[src/rtl/lcd_wave_pkg.sv]
package lcd_wave_pkg;

    // Scan is fixed at quarter duty.
    localparam int unsigned NUM_COM = 4;
    localparam int unsigned SLOT_W  = 2;

    // Drive level codes, from the ground rail to the opposite rail.
    typedef enum logic [1:0] {
        LVL_GND   = 2'd0,
        LVL_LOTAP = 2'd1,
        LVL_HITAP = 2'd2,
        LVL_RAIL  = 2'd3
    } lvl_e;

    // All-pixels override codes.
    localparam logic [1:0] PIX_NORMAL = 2'b00;
    localparam logic [1:0] PIX_ALL_ON = 2'b10;

    // Scan position: common slot, half within the slot, frame parity.
    typedef struct packed {
        logic [SLOT_W-1:0] slot;
        logic              half;
        logic              odd_frame;
    } scan_t;

    // Ticks per scan step for a rate select, scaled from the fastest rate.
    function automatic int unsigned step_div(input logic [1:0] sel, input int unsigned base);
        case (sel)
            2'd0:    return base;
            2'd1:    return (base * 80) / 71;
            2'd2:    return (base * 80) / 64;
            default: return (base * 80) / 53;
        endcase
    endfunction

    function automatic lvl_e com_level(input logic sel, input logic pol, input logic half_bias);
        if (sel)
            return pol ? LVL_GND : LVL_RAIL;
        else if (!pol || half_bias)
            return LVL_LOTAP;
        else
            return LVL_HITAP;
    endfunction

    function automatic lvl_e seg_level(input logic on, input logic pol, input logic half_bias);
        if (!pol)
            return on ? LVL_GND : (half_bias ? LVL_RAIL : LVL_HITAP);
        else
            return on ? LVL_RAIL : (half_bias ? LVL_GND : LVL_LOTAP);
    endfunction

endpackage

[src/rtl/lcd_scan_timer.sv]
module lcd_scan_timer
    import lcd_wave_pkg::*;
#(
    parameter int unsigned STEP_TICKS = 64
) (
    input  logic        clk,
    input  logic        rst,
    input  logic        run,
    input  logic        tick_en,
    input  logic [1:0]  rate_sel,
    output scan_t       scan
);
    localparam int unsigned DIVW = $clog2((STEP_TICKS * 80) / 53 + 1);

    logic [DIVW-1:0] cnt;
    logic [DIVW-1:0] lim;

    assign lim = DIVW'(step_div(rate_sel, STEP_TICKS) - 1);

    always_ff @(posedge clk) begin
        if (rst || !run) begin
            cnt  <= '0;
            scan <= '0;
        end else if (tick_en) begin
            if (cnt >= lim) begin
                cnt                    <= '0;
                {scan.slot, scan.half} <= {scan.slot, scan.half} + 3'd1;
                if ({scan.slot, scan.half} == 3'b111)
                    scan.odd_frame <= ~scan.odd_frame;
            end else begin
                cnt <= cnt + 1'b1;
            end
        end
    end

    // the scan position is frozen on clocks without a tick
    p_hold_without_tick_r3: assert property (@(posedge clk) disable iff (rst)
        (run && !tick_en) |=> $stable(scan));

endmodule

[src/rtl/lcd_blink_timer.sv]
module lcd_blink_timer #(
    parameter int unsigned BLINK_TICKS = 10240
) (
    input  logic       clk,
    input  logic       rst,
    input  logic       run,
    input  logic       tick_en,
    input  logic [1:0] blink_sel,
    output logic       blank
);
    localparam int unsigned BW = $clog2(BLINK_TICKS * 4 + 1);

    logic [BW-1:0] cnt;
    logic [BW-1:0] lim;

    // Slower modes hold each phase for a longer run of ticks.
    always_comb begin
        case (blink_sel)
            2'd3:    lim = BW'(BLINK_TICKS - 1);
            2'd2:    lim = BW'(2 * BLINK_TICKS - 1);
            default: lim = BW'(4 * BLINK_TICKS - 1);
        endcase
    end

    always_ff @(posedge clk) begin
        if (rst || !run || blink_sel == 2'd0) begin
            cnt   <= '0;
            blank <= 1'b0;
        end else if (tick_en) begin
            if (cnt >= lim) begin
                cnt   <= '0;
                blank <= ~blank;
            end else begin
                cnt <= cnt + 1'b1;
            end
        end
    end

    // blink off never darkens the image
    p_no_blank_when_off_r10: assert property (@(posedge clk) disable iff (rst)
        (blink_sel == 2'd0) |=> !blank);

endmodule

[src/rtl/lcd_pin_driver.sv]
module lcd_pin_driver
    import lcd_wave_pkg::*;
#(
    parameter int unsigned NUM_SEG = 36
) (
    input  logic                       clk,
    input  logic                       rst,
    input  logic                       disp_en,
    input  logic                       bias_half,
    input  logic                       inv_frame,
    input  logic [1:0]                 pix_mode,
    input  logic                       blank,
    input  scan_t                      scan,
    input  logic [NUM_SEG*NUM_COM-1:0] ram_bits,
    output logic [2*NUM_COM-1:0]       com_lvl,
    output logic [2*NUM_SEG-1:0]       seg_lvl
);
    logic                    pol;
    logic [2*NUM_COM-1:0]    com_nx;
    logic [2*NUM_SEG-1:0]    seg_nx;

    // Per-slot inversion follows the half bit; per-frame follows frame parity.
    assign pol = inv_frame ? scan.odd_frame : scan.half;

    for (genvar c = 0; c < NUM_COM; c++) begin : g_com
        assign com_nx[c*2 +: 2] = com_level(scan.slot == SLOT_W'(c), pol, bias_half);
    end

    for (genvar s = 0; s < NUM_SEG; s++) begin : g_seg
        logic [NUM_COM-1:0] col;
        logic               on;
        assign col = ram_bits[s*NUM_COM +: NUM_COM];
        always_comb begin
            case (pix_mode)
                PIX_NORMAL: on = col[SLOT_W'(NUM_COM - 1) - scan.slot] && !blank;
                PIX_ALL_ON: on = !blank;
                default:    on = 1'b0;
            endcase
        end
        assign seg_nx[s*2 +: 2] = seg_level(on, pol, bias_half);
    end

    always_ff @(posedge clk) begin
        if (rst || !disp_en) begin
            com_lvl <= '0;
            seg_lvl <= '0;
        end else begin
            com_lvl <= com_nx;
            seg_lvl <= seg_nx;
        end
    end

    // Checking state: settings that the current outputs were built from.
    logic               en_q;
    logic               hb_q;
    logic [NUM_COM-1:0] com_at_rail;
    logic               any_hitap;

    always_ff @(posedge clk) begin
        en_q <= !rst && disp_en;
        hb_q <= bias_half;
    end

    for (genvar c = 0; c < NUM_COM; c++) begin : g_rail
        assign com_at_rail[c] = (com_lvl[c*2 +: 2] == LVL_GND) || (com_lvl[c*2 +: 2] == LVL_RAIL);
    end

    always_comb begin
        any_hitap = 1'b0;
        for (int i = 0; i < NUM_COM; i++)
            if (com_lvl[i*2 +: 2] == LVL_HITAP) any_hitap = 1'b1;
        for (int i = 0; i < NUM_SEG; i++)
            if (seg_lvl[i*2 +: 2] == LVL_HITAP) any_hitap = 1'b1;
    end

    // one and only one common is selected while driving
    p_single_select_r2: assert property (@(posedge clk) disable iff (rst)
        en_q |-> $onehot(com_at_rail));

    // half bias never uses the upper tap
    p_half_no_upper_tap_r7: assert property (@(posedge clk) disable iff (rst)
        (en_q && hb_q) |-> !any_hitap);

endmodule

[src/rtl/lcd_wave_seq.sv]
module lcd_wave_seq
    import lcd_wave_pkg::*;
#(
    parameter int unsigned NUM_SEG     = 36,
    parameter int unsigned STEP_TICKS  = 64,
    parameter int unsigned BLINK_TICKS = 10240
) (
    input  logic                       clk,
    input  logic                       rst,
    input  logic                       tick_en,
    input  logic                       disp_en,
    input  logic                       bias_half,
    input  logic                       inv_frame,
    input  logic [1:0]                 blink_sel,
    input  logic [1:0]                 rate_sel,
    input  logic [1:0]                 pix_mode,
    input  logic [NUM_SEG*NUM_COM-1:0] ram_bits,
    output logic [2*NUM_COM-1:0]       com_lvl,
    output logic [2*NUM_SEG-1:0]       seg_lvl
);
    scan_t scan;
    logic  blank;

    lcd_scan_timer #(.STEP_TICKS(STEP_TICKS)) u_scan (
        .clk      (clk),
        .rst      (rst),
        .run      (disp_en),
        .tick_en  (tick_en),
        .rate_sel (rate_sel),
        .scan     (scan)
    );

    lcd_blink_timer #(.BLINK_TICKS(BLINK_TICKS)) u_blink (
        .clk       (clk),
        .rst       (rst),
        .run       (disp_en),
        .tick_en   (tick_en),
        .blink_sel (blink_sel),
        .blank     (blank)
    );

    lcd_pin_driver #(.NUM_SEG(NUM_SEG)) u_pins (
        .clk       (clk),
        .rst       (rst),
        .disp_en   (disp_en),
        .bias_half (bias_half),
        .inv_frame (inv_frame),
        .pix_mode  (pix_mode),
        .blank     (blank),
        .scan      (scan),
        .ram_bits  (ram_bits),
        .com_lvl   (com_lvl),
        .seg_lvl   (seg_lvl)
    );

    // a disabled display parks every pin at ground
    p_dark_when_off_r1: assert property (@(posedge clk) disable iff (rst)
        !disp_en |=> (com_lvl == '0 && seg_lvl == '0));

endmodule

[config.mk]
export PLATFORM = sky130hd
export DESIGN_NAME = lcd_wave_seq
export DESIGN_NICKNAME = d
export VERILOG_FILES = /design/src/rtl/lcd_wave_pkg.sv /design/src/rtl/lcd_scan_timer.sv /design/src/rtl/lcd_blink_timer.sv /design/src/rtl/lcd_pin_driver.sv /design/src/rtl/lcd_wave_seq.sv
export SDC_FILE = /design/constraint.sdc
export NUM_CORES = 1
export LEC_CHECK = 0
export BUFFER_PORTS_ARGS = -buffer_cell sky130_fd_sc_hd__buf_2
export CORE_MARGIN = 1.5
export CORE_UTILIZATION = 30
export CTS_BUF_LIST = sky130_fd_sc_hd__clkbuf_2 sky130_fd_sc_hd__clkbuf_4 sky130_fd_sc_hd__clkbuf_8
export CTS_CLUSTER_SIZE = 12
export DETAILED_ROUTE_END_ITERATION = 8
export GPL_TIMING_DRIVEN = 0
export SETUP_SLACK_MARGIN = 0.2
export SLEW_MARGIN = 25
export SYNTH_ARGS = -nofsm -noshare
export SYNTH_HDL_FRONTEND = slang
export SYNTH_SLANG_ARGS = --single-unit
[constraint.sdc]
create_clock -name clk -period 2.1 [get_ports clk]
set_input_delay 0.105 -clock clk [delete_from_list [all_inputs] [get_ports clk]]
set_output_delay 0.105 -clock clk [all_outputs]
set_load 0.01 [all_outputs]
Yosys cells after proc, flatten, opt, wreduce, memory -nomap -nowiden. Cells that the tools add are included. Widths: inputs -> output; s select.

Bits in registers: 108. Input bits: 156. Output and inout port bits: 80. Logic and storage cells: 305.

Add/subtract/negate cells: 5. Order comparisons: 3. Eq/ne operators: 9. Mux-type cells: 229. Bitwise logic cells: 2. Reduce and logical (&&, ||, !) cells: 49.

Operators by type and width (number): $mux 2 (114); $bmux 1 s2 (36); $pmux 1 s2 (36); $mux 1 (39); $logic_and 1x1->1 (36); $pmux 16 s2 (1); $pmux 6 s3 (1); $add 16x1->16 const B (1); $ge 16x16->1 (1); $mux 16 (1); $eq 2x2->1 const B (6); $logic_not 2->1 (4); $add 7x1->7 const B (1); $ge 7x7->1 (1); $mux 7 (1); $sub 7x1->7 const B (1); $eq 2x1->1 const B (2); $reduce_and 2->1 (2); $add 3x1->3 const B (1); $eq 3x3->1 const B (1); $logic_not 1->1 (3); $logic_or 1x1->1 (3); $lt 2x3->1 const B (1); $reduce_and 3->1 (1); other kinds (2) (3).

Depth between registers and ports, before layout.
Depth in word-level cells: 7. Depth in mapped cells: 9. Mapped depth without buffers: 9.

Modules after synthesis. A second synthesis with hierarchy kept.

Cell total of the unflattened synthesis: 570. Area total of the unflattened synthesis: 6075.8 um2.

Modules (own cells, without submodules): lcd_pin_driver (times used 1, cells an instance 381, area an instance 4469.3 um2, sequential area each 1601.5 um2); lcd_blink_timer (times used 1, cells an instance 116, area an instance 940.9 um2, sequential area each 340.3 um2); lcd_scan_timer (times used 1, cells an instance 73, area an instance 665.6 um2, sequential area each 220.2 um2).

Least setup slack after synthesis. OpenSTA, ideal clock, no wires.

Path type: register to register. Start point: reg u_blink.cnt[12]. End point: reg u_blink.cnt[10]. Setup time: 0.074 ns. Data arrival time: 1.812 ns. Required time: 2.026 ns. Path slack: 0.213 ns. Stages on the path, launching flop included: 7. Buffers on the path: 0. Clock period less this slack: 1.887 ns. Cells stage by stage: dfxtp_1 > ha_1 > a211oi_1 > o21a_1 > o211ai_2 > or4_1 > a31oi_1.

Word-level cells in the longest chain between the ends: 2.

RTL lines: start, declared (line lcd_blink_timer.sv:13) `logic [BW-1:0] cnt;`; start signal, assigned (line lcd_blink_timer.sv:34) `cnt <= cnt + 1'b1;`; $ge 16x16->1 (line lcd_blink_timer.sv:30) `if (cnt >= lim) begin`; $mux 16 (line lcd_blink_timer.sv:30).

No other way between the ends. A chain may end at the register's enable or synchronous reset.

Worst setup path in the final report.
Start point: reg u_blink.cnt[4]. End point: reg u_blink.blank.

Word-level cells in the longest chain between the ends: 2.

RTL lines: $ge 16x16->1 (line lcd_blink_timer.sv:30); $reduce_and 2->1 (no source line); end signal, assigned (line lcd_blink_timer.sv:32) `blank <= ~blank;`; end, declared (line lcd_blink_timer.sv:9) `output logic blank`.

No other way between the ends.

==> metrics.md <==
| Metric | Value |
|---|---|
| FMAX | 0.545 GHz |
| R2R Path End | u_blink.blank |
| Setup crit end | u_blink.blank |
| Clock Tree Buf Depth | 2 |
| Slew Limit Fails | 0 |
| Vias/cell | 4.83 |
| Buffers on Ports | 233 |
| Largest net degree at the start of global routing | 20 |
| Avg Cell Area, Syn | 9.83 sq um |
| Worst ir drop on vdd | 253 uV |
| Post-synthesis cell count | 554 |
| Depth of the worst register-to-register path | 5 |
| Syn nets | 725 |
| Number of diodes | 0 |
| HP Class | in2reg |
| Library cells used by synthesis | 42 |
| Placed wire-length estimate | 13300 microns |
| Crit end category | flip-flop |
| GP Congestion | 0.767 |
| Routed len/inst | 16.5 microns |
| EDFF count, synth | 0 |
| Clock root cell | clkbuf_8 |
| Cell Chain, Critical Path | nand2_2, or4_4, o21a_4, or3_1, a21oi_2 |
| Sequential Area | 2190 sq um |
| Leak | 3.38 nW |
| Final period util | 87.3% |
| Highest-count cells in the layout ignoring fill and taps | buf_2, dfxtp_1, nor2_1 |
| Cts hold-fix bufs | 0 |
| Post-route setup TNS | 0 ps |
| Routed WL | 17200 microns |
| Hold WS | 136 ps |
| Final worst setup slack | 267 ps |
| Async set-reset flop share out of synthesis | 0% |
| Top FF cell, synth | dfxtp_1 |
| Worst slack, placed | -309 ps |
| Top Metal Used | met4 |
| Reg clk slew, reported paths | 120 ps |
| Measured slew at the worst slew-check pin | 757 ps |
| Clk Latency, worst-skew pair | 400 ps |
| Fin Clk Skew | 18.3 ps |
| Die W | 138 microns |
| Final hold viol count | 0 |
| Met3 wire length | 969 microns |
| Drt drc | 0 |
| Grt ovf | 0 |
| Most common cell after layout, fill and taps aside | buf_2 |
| First-pass GRT wire length | 25500 microns |
| Via Count | 5055 |
| Sink Count | 108 |
| Worst Path Required | 2420 ps |
| P per Cell Area | 534 nW/um^2 |
| Core area | 17900 sq um |
| Initial detailed-routing violation count | 282 |
| Yosys warnings | 0 |
| Yosys reg bits | 108 |
| Die area | 19000 sq um |
| Min-delay src | inv_frame |
| Final core utilization | 41.8% |
| Kind of critical path | reg2reg |
| Fill cells | 1821 |
| Multi-input logic area | 3290 sq um |
| Seq/Total Area, Yosys | 39.7% |
| H-tree lvl count | 3 |
| Final #Nets | 983 |
| Relative slew slack | 49.5% |
| Slowest CP cell | or4_4 |
| Mapped Area | 5450 sq um |
| Crit-path max FO | 6 |
| Area grow syn2layout | 37.5% |
| Total CTS buffers | 9 |
| Post-layout minimum cycle time | 1830 ps |
| Post-route antenna net violation count | 0 |
| Drt first pass iters | 4 |
| Reg-to-reg startpoint | u_blink.cnt[4] |
| Met1 wire length | 7340 microns |
| Global Route Usage Sum | 17.9% |
| CTS tree | yes |
| Initial antenna violation count | 0 |
| Crit path launch type | flip-flop |
| Share of post-route cells with drive strength above 1 | 44.4% |
| Final setup fails | 0 |
| Vias in the first global route | 4823 |
| Slowest Stage Delay on Critical Path | 560 ps |
| Status | completed |
| Data arrival, critical path | 2150 ps |
| Io pins | 236 |
| R2R Setup Slk | 270 ps |
| Die Y | 138 microns |
| Design area | 7490 sq um |
| # rows | 49 |
| Crit path launch | u_blink.cnt[4] |
| Met2 WL | 8660 microns |
| RSZ-0062 raised after global routing | yes |
| Area post-placement | 6900 sq um |
| Max-Cap Viols | 0 |
| Initial Utilization | 30.4% |
worst max-delay path, delay by kind of cell, from the launching register on:
kind | cells | cell delay, ps
AND/OR/NAND/NOR | 3 | 980
flip-flops | 1 | 440
AO/OA/AOI/OAI | 2 | 360
layout make-up:
type | instances | area share [%]
Multi-Input combinational cell | 395 | 43.9
Tap cell | 229 | 3.83
Timing Repair Buffer | 246 | 16.8
Clock buffer | 9 | 1.65
Inverter | 9 | 0.451
Sequential cell | 108 | 29.2
Clock inverter | 7 | 0.752
Buffer | 43 | 3.32
sequential cells by signal (all words and copies together), names as in the netlist:
signal and cells:
u_blink.blank 1, u_blink.cnt 16, u_pins.com_lvl 8, u_pins.seg_lvl 72, u_scan.cnt 7, u_scan.scan 4
logic make-up (layout without fill, tap and decap cells):
group,count (synthesis),after routing,synth area share [%]
DFF,108,108,39.7
buffers and inverters,52,314,3.79
and+or+nand+nor,173,173,14.4
adders and majority gates,15,15,3.45
muxes,78,78,22.7
AOI/OAI and AO/OA,82,83,8.66
xor gates and xnor gates,46,46,7.40
where the power goes:
group | total (mW) | switching [mW] | internal (mW)
sequential | 2.12 | 0.0172 | 2.11
clock | 1.24 | 0.793 | 0.452
combinational | 0.630 | 0.325 | 0.305
total | 4.00 | 1.13 | 2.86
through the flow:
step / power [mW] / instances
after global placement: 2.78 / 1016
after detailed placement: 2.78 / 1016
after global routing: 4.20 / 1046
final: 4.00 / 1046
after CTS: 4.04 / 1041
after floorplan: 2.49 / 554
per-layer routing:
| metal | vias up | track usage (%) |
|---|---|---|
| met3 | 17 | 3.83 |
| met5 | - | 0 |
| li1 | 2480 | - |
| met2 | 171 | 30.1 |
| met4 | 0 | 5.61 |
| met1 | 2387 | 23.0 |
repair_timing:
action | 4_1_cts | 5_1_grt
setup endpoints to repair | 94 | 74
buffers inserted | 7 | 5
pin swaps | 9 | 8
gates resized for setup | 48 | 39
cloned | 2 | 0
Yosys cell counts, types with 4 or more instances:
cell	instances	area share, %
buf_2	6	0.55
or3_1	4	0.46
o21ai_1	34	3.1
mux4_2	36	15
dfxtp_1	108	40
nand3_1	13	1.2
xor2_1	6	0.96
a21oi_1	16	1.5
mux2i_1	40	7.4
a31oi_1	8	0.92
nor2_1	64	4.4
ha_1	15	3.4
nand4_1	9	1.0
clkbuf_1	29	2.0
nor2b_1	5	0.57
buf_1	7	0.48
and3_1	5	0.57
nand2b_1	5	0.57
nand2_1	55	3.8
inv_1	9	0.62
o21ai_0	8	0.74
xnor2_1	40	6.4
worst min-delay path by stage:
stage | cells after the start | to | slack (ps)
finish | 4 | u_pins.com_lvl[7] | 140
global route | 4 | u_pins.com_lvl[7] | 170
CTS | 5 | u_pins.seg_lvl[5] | 190
detailed placement | 2 | u_blink.cnt[1] | 480
global placement | 2 | u_blink.cnt[1] | 470
floorplan | 3 | u_pins.seg_lvl[2] | 380
No activity file was read; power rests on OpenSTA's default activity.
